$ cat src/rtl/ipi_regblk_pkg.sv
package ipi_regblk_pkg;
    // Slot = byte offset / 8; 32-bit registers live in the low lane.
    localparam int SLOT_STATUS = 0;
    localparam int SLOT_ENABLE = 1;
    localparam int SLOT_SET    = 2;
    localparam int SLOT_CLEAR  = 3;
    localparam int SLOT_MBOX0  = 4;
    localparam int LANE_BYTES  = 8;
    localparam int LANE_LSB    = 3;
endpackage

$ cat src/rtl/ipi_bus_decode.sv
module ipi_bus_decode
    import ipi_regblk_pkg::*;
#(
    parameter int ADDR_W     = 8,
    parameter int DATA_W     = 64,
    parameter int MBOX_WORDS = 4
) (
    input  logic                      bus_wr,
    input  logic                      bus_rd,
    input  logic [ADDR_W-1:0]         bus_addr,
    input  logic [DATA_W/8-1:0]       bus_wstrb,
    output logic                      wr_enable,
    output logic                      wr_set,
    output logic                      wr_clear,
    output logic [MBOX_WORDS-1:0]     wr_mbox,
    output logic                      rd_hit,
    output logic [ADDR_W-LANE_LSB-1:0] slot,
    output logic [DATA_W-1:0]         wmask
);
    localparam int SLOT_W  = ADDR_W - LANE_LSB;
    localparam int N_BYTES = DATA_W / 8;
    localparam int SLOT_END = SLOT_MBOX0 + MBOX_WORDS;

    logic aligned;
    logic mapped;
    logic wr_ok;

    assign slot    = bus_addr[ADDR_W-1:LANE_LSB];
    assign aligned = (bus_addr[LANE_LSB-1:0] == '0);
    assign mapped  = aligned && (slot < SLOT_W'(SLOT_END));
    assign wr_ok   = bus_wr && mapped;
    assign rd_hit  = bus_rd && mapped;

    assign wr_enable = wr_ok && (slot == SLOT_W'(SLOT_ENABLE));
    assign wr_set    = wr_ok && (slot == SLOT_W'(SLOT_SET));
    assign wr_clear  = wr_ok && (slot == SLOT_W'(SLOT_CLEAR));

    for (genvar w = 0; w < MBOX_WORDS; w++) begin : g_mbox_sel
        assign wr_mbox[w] = wr_ok && (slot == SLOT_W'(SLOT_MBOX0 + w));
    end

    for (genvar b = 0; b < N_BYTES; b++) begin : g_mask
        assign wmask[b*8 +: 8] = {8{bus_wstrb[b]}};
    end
endmodule

$ cat src/rtl/ipi_status_unit.sv
module ipi_status_unit #(
    parameter int REG_W = 32
) (
    input  logic             clk,
    input  logic             rst_n,
    input  logic             wr_enable,
    input  logic             wr_set,
    input  logic             wr_clear,
    input  logic [REG_W-1:0] wmask,
    input  logic [REG_W-1:0] wdata,
    input  logic             rmt_set_valid,
    input  logic [REG_W-1:0] rmt_set_bits,
    output logic [REG_W-1:0] status_q,
    output logic [REG_W-1:0] enable_q,
    output logic             irq_q
);
    typedef struct packed {
        logic [REG_W-1:0] status;
        logic [REG_W-1:0] enable;
        logic             irq;
    } state_t;

    state_t           st_d, st_q;
    logic [REG_W-1:0] set_vec;
    logic [REG_W-1:0] clr_vec;

    always_comb begin
        st_d    = st_q;
        set_vec = (wr_set ? (wdata & wmask) : '0)
                | (rmt_set_valid ? rmt_set_bits : '0);
        clr_vec = wr_clear ? (wdata & wmask) : '0;
        // set is applied after clear, so a simultaneous set wins
        st_d.status = (st_q.status & ~clr_vec) | set_vec;
        if (wr_enable) begin
            st_d.enable = (st_q.enable & ~wmask) | (wdata & wmask);
        end
        st_d.irq = |(st_q.status & st_q.enable);
    end

    always_ff @(posedge clk or negedge rst_n) begin
        if (!rst_n) begin
            st_q <= '0;
        end else begin
            st_q <= st_d;
        end
    end

    assign status_q = st_q.status;
    assign enable_q = st_q.enable;
    assign irq_q    = st_q.irq;
endmodule

$ cat src/rtl/ipi_mailbox.sv
module ipi_mailbox #(
    parameter int DATA_W     = 64,
    parameter int MBOX_WORDS = 4,
    parameter int LAUNCH_W   = 32
) (
    input  logic                         clk,
    input  logic                         rst_n,
    input  logic [MBOX_WORDS-1:0]        wr_sel,
    input  logic [DATA_W-1:0]            wmask,
    input  logic [DATA_W-1:0]            wdata,
    output logic [MBOX_WORDS*DATA_W-1:0] words_q,
    output logic                         launch
);
    for (genvar w = 0; w < MBOX_WORDS; w++) begin : g_word
        logic [DATA_W-1:0] word_d, word_q;

        always_comb begin
            word_d = word_q;
            if (wr_sel[w]) begin
                word_d = (word_q & ~wmask) | (wdata & wmask);
            end
        end

        always_ff @(posedge clk or negedge rst_n) begin
            if (!rst_n) begin
                word_q <= '0;
            end else begin
                word_q <= word_d;
            end
        end

        assign words_q[w*DATA_W +: DATA_W] = word_q;
    end

    // launch flag is the 32-bit view of word 0
    assign launch = |words_q[LAUNCH_W-1:0];
endmodule

$ cat src/rtl/ipi_regblk.sv
module ipi_regblk
    import ipi_regblk_pkg::*;
#(
    parameter int ADDR_W     = 8,
    parameter int DATA_W     = 64,
    parameter int REG_W      = 32,
    parameter int MBOX_WORDS = 4
) (
    input  logic                clk,
    input  logic                rst_n,
    input  logic                bus_wr,
    input  logic                bus_rd,
    input  logic [ADDR_W-1:0]   bus_addr,
    input  logic [DATA_W-1:0]   bus_wdata,
    input  logic [DATA_W/8-1:0] bus_wstrb,
    output logic [DATA_W-1:0]   bus_rdata,
    input  logic                ipi_set_valid,
    input  logic [REG_W-1:0]    ipi_set_bits,
    output logic                irq,
    output logic                launch_req
);
    localparam int SLOT_W = ADDR_W - LANE_LSB;

    logic                         wr_enable, wr_set, wr_clear, rd_hit;
    logic [MBOX_WORDS-1:0]        wr_mbox;
    logic [SLOT_W-1:0]            slot;
    logic [DATA_W-1:0]            wmask;
    logic [REG_W-1:0]             status_vec;
    logic [REG_W-1:0]             enable_vec;
    logic [MBOX_WORDS*DATA_W-1:0] mbox_flat;

    ipi_bus_decode #(
        .ADDR_W(ADDR_W), .DATA_W(DATA_W), .MBOX_WORDS(MBOX_WORDS)
    ) u_dec (
        .bus_wr(bus_wr), .bus_rd(bus_rd), .bus_addr(bus_addr),
        .bus_wstrb(bus_wstrb), .wr_enable(wr_enable), .wr_set(wr_set),
        .wr_clear(wr_clear), .wr_mbox(wr_mbox), .rd_hit(rd_hit),
        .slot(slot), .wmask(wmask)
    );

    ipi_status_unit #(.REG_W(REG_W)) u_stat (
        .clk(clk), .rst_n(rst_n), .wr_enable(wr_enable), .wr_set(wr_set),
        .wr_clear(wr_clear), .wmask(wmask[REG_W-1:0]),
        .wdata(bus_wdata[REG_W-1:0]), .rmt_set_valid(ipi_set_valid),
        .rmt_set_bits(ipi_set_bits), .status_q(status_vec),
        .enable_q(enable_vec), .irq_q(irq)
    );

    ipi_mailbox #(
        .DATA_W(DATA_W), .MBOX_WORDS(MBOX_WORDS), .LAUNCH_W(REG_W)
    ) u_mbox (
        .clk(clk), .rst_n(rst_n), .wr_sel(wr_mbox), .wmask(wmask),
        .wdata(bus_wdata), .words_q(mbox_flat), .launch(launch_req)
    );

    always_comb begin
        bus_rdata = '0;
        if (rd_hit) begin
            if (slot == SLOT_W'(SLOT_STATUS)) begin
                bus_rdata = DATA_W'(status_vec);
            end else if (slot == SLOT_W'(SLOT_ENABLE)) begin
                bus_rdata = DATA_W'(enable_vec);
            end
            for (int w = 0; w < MBOX_WORDS; w++) begin
                if (slot == SLOT_W'(SLOT_MBOX0 + w)) begin
                    bus_rdata = mbox_flat[w*DATA_W +: DATA_W];
                end
            end
        end
    end
endmodule

$ cat config.mk
export PLATFORM = sky130hd
export DESIGN_NAME = ipi_regblk
export DESIGN_NICKNAME = d
export VERILOG_FILES = /design/src/rtl/ipi_regblk_pkg.sv /design/src/rtl/ipi_bus_decode.sv /design/src/rtl/ipi_status_unit.sv /design/src/rtl/ipi_mailbox.sv /design/src/rtl/ipi_regblk.sv
export SDC_FILE = /design/constraint.sdc
export NUM_CORES = 1
export LEC_CHECK = 0
export BUFFER_PORTS_ARGS = -buffer_cell sky130_fd_sc_hd__buf_4
export CORE_MARGIN = 5
export CORE_UTILIZATION = 59
export DETAILED_ROUTE_END_ITERATION = 12
export PLACE_DENSITY = 0.81
export SLEW_MARGIN = 20
export SYNTH_ARGS = -nofsm -noshare
export SYNTH_HDL_FRONTEND = slang
export SYNTH_SLANG_ARGS = --single-unit
$ cat constraint.sdc
create_clock -name clk -period 2.45 [get_ports clk]
set_input_delay 0.3675 -clock clk [delete_from_list [all_inputs] [get_ports clk]]
set_output_delay 0.3675 -clock clk [all_outputs]
set_load 0.05 [all_outputs]
==> flow_summary.yaml <==
yosys:
  synth_area_um2: 15300
  synthCells: 1192
  ys_dominant_reg_cell: "dfrtp_1"
  ys_ff_latch: 321
  async_reset_ff_frac: 1.00
  synth-edff-count: 0
  synth.distinct_cells: 39
  synth.net_count: 1309
  yosysSeqAreaShare: 0.525
  syn_area_per_cell_um2: 12.8
  ys_warn_count: 0
floorplanning:
  rows: 59
  die_area_um2: 29200
  coreArea_um2: 25800
  die-width_um: 171
  die_h_um: 171
  start_util: 0.594
  ioPinCount: 183
power_and_ir_drop:
  p_leak_nw: 9.11
  power_w: 0.0115
  vdd_drop_max_mv: 0.578
  powerDensity_nw_per_um2: 598
drt:
  totalWireLength_um: 41200
  dr_wl_met2_um: 20700
  drt.antenna.violating_nets: 0
  vias: 11100
  wl_met3_um: 3190
  avgViaCountPerCell: 6.29
  top_layer: "met5"
  drtPass1Iterations: 5
  routedWlPerCell_um: 23.3
  wl_met1_um: 16100
  drcViolationCount: 0
  drt_iter0_drc: 992
timing:
  finalSetupViolations: 0
  slew_violations: 0
  slew_headroom: 0.577
  finalCriticalPeriod_ns: 2.45
  max_freq_ghz: 0.408
  fin_crit_sh: 1.00
  clock_skew_ns: 0.00847
  hold_viol_final: 0
  tightest_slew_ns: 0.634
  whs_ns: 0.0999
clocking:
  cts_made_buffers: 35
  clockBufferDepth: 3
  htreeDepth: 2
  root_buffer: "clkbuf_16"
  cts_tree: "yes"
  clkTransAtPathRegs_ns: 0.06
  clk_latency_ns: 0.51
  clock-sinks: 321
worst_setup_path:
  cp.required_ns: 2.08
  worstSetupPathType: "reg -> out"
  cp-start-kind: "flop"
  path_max_fanout: 3
  arrival_ns: 2.08
  crit_path_end_kind: "output port"
placed_design:
  port_buffers: 182
  placed_area_um2: 18000
  placedCellCount: 1698
  dp_hpwl_um: 27500
  gp_congestion: 0.840
grt:
  grt-ovfl-total: 0
  grt_pass1_vias: 11800
  grt_max_degree: 75
  antenna_found_initial: 1
  grt_pass1_wl_um: 64900
  grt_usage: 0.281
final_layout:
  fin_cells: 1764
  final_cell_mix: "321 x dfrtp_1, 277 x mux2_2, 214 x buf_4, 48 x a22oi_1, 47 x inv_1"
  fin_nets: 1520
  final_layout_size_suffix_gt1_frac: 0.503
  n_antenna_cell: 0
  fin_util: 0.747
  final_common_cell: "dfrtp_1"
  syn_to_final_growth_pct: 25.8
  design_area_um2: 19200
job:
  maxCapViolCount: 0
status:
  status: "finished, final reports clean"
min_path:
  holdCritPathClass: "in -> reg"
## synth_stat cells (26+ instances only)
library cell  number  area [um2]
o21ai_0           34         170
mux4_2            31         698
mux2_2           277        3120
mux2i_1           33         330
nor2_1            37         139
nor2b_1           31         194
a21oi_1           64         320
a221o_1           31         310
nand3_1           26         130
inv_1             47         176
clkbuf_1          55         206
a22oi_1           48         360
dfrtp_1          321        8030
o22ai_1           32         200
## area by class of cell
class	instances	area, um2
Multi-Input combinational cell	754	7310
Fill cell	1622	6530
Inverter	47	176
Clock inverter	15	129
Sequential cell	321	8030
Tap cell	335	419
Timing Repair Buffer	244	2120
Clock buffer	48	1050
## repair_timing
action,CTS,global route
hold endpoints to repair,66,0
gates cloned,0,1
buffers inserted,0,1
hold buffers,1,0
resized for setup,7,15
setup endpoints to repair,7,23
pin swaps,0,2
## metrics by stage
stage,setup slack [ns],TNS (ns)
5_1_grt,-0.0134,-0.0576
2_1_floorplan,0.00684,0
4_1_cts,0.00543,0
3_5_place_dp,-0.0386,-1.35
3_3_place_gp,-0.00355,-0.00355
6_report,0.000694,0
## kinds of logic (layout without fill, tap and decap cells)
| logic type | Yosys count | in the layout | share of synthesized area |
|---|---|---|---|
| AO/OA/AOI/OAI | 226 | 226 | 0.0963 |
| multiplexers | 352 | 352 | 0.279 |
| flip-flops | 321 | 321 | 0.525 |
| AND/OR/NAND/NOR | 176 | 176 | 0.0699 |
| buffers and inverters | 117 | 354 | 0.0293 |
## per-layer routing
layer,GRT usage,up-vias
met3,0.0628,89
met4,0.0940,2
li1,-,4881
met2,0.465,457
met5,0,-
met1,0.372,5659
## worst paths after layout
kind | slack (ns) | to | cells past startpoint | startpoint
worst max-delay path | 0.0007 | launch_req | 4 | flop
worst min-delay path | 0.1 | u_stat.status_q[11]$_DFF_PN0_ | 2 | ipi_set_bits[11]
worst max register to register | 0.86 | u_stat.irq_q$_DFF_PN0_ | 3 | u_stat.status_q[28]$_DFF_PN0_
worst min register to register | 0.50 | flop | 1 | flop
max in group asynchronous | 1.23 | asynchronous set/reset pin | 3 | rst_n
min in group asynchronous | 0.43 | asynchronous set/reset pin | 2 | rst_n
## worst max-delay path, stage by stage, from the launching register on
cell and delay (ns):
dfrtp_1 0.41, nor4_2 0.36, nand4_1 0.23, or2_2 0.37, buf_4 0.20
## power by group
part | total (W) | internal, W | switching [W]
sequential | 0.00537 | 0.00534 | 0.0000253
combinational | 0.000832 | 0.000331 | 0.000501
clock | 0.00530 | 0.00320 | 0.00209
total | 0.0115 | 0.00888 | 0.00262
Power figures use the tool's default switching activity.
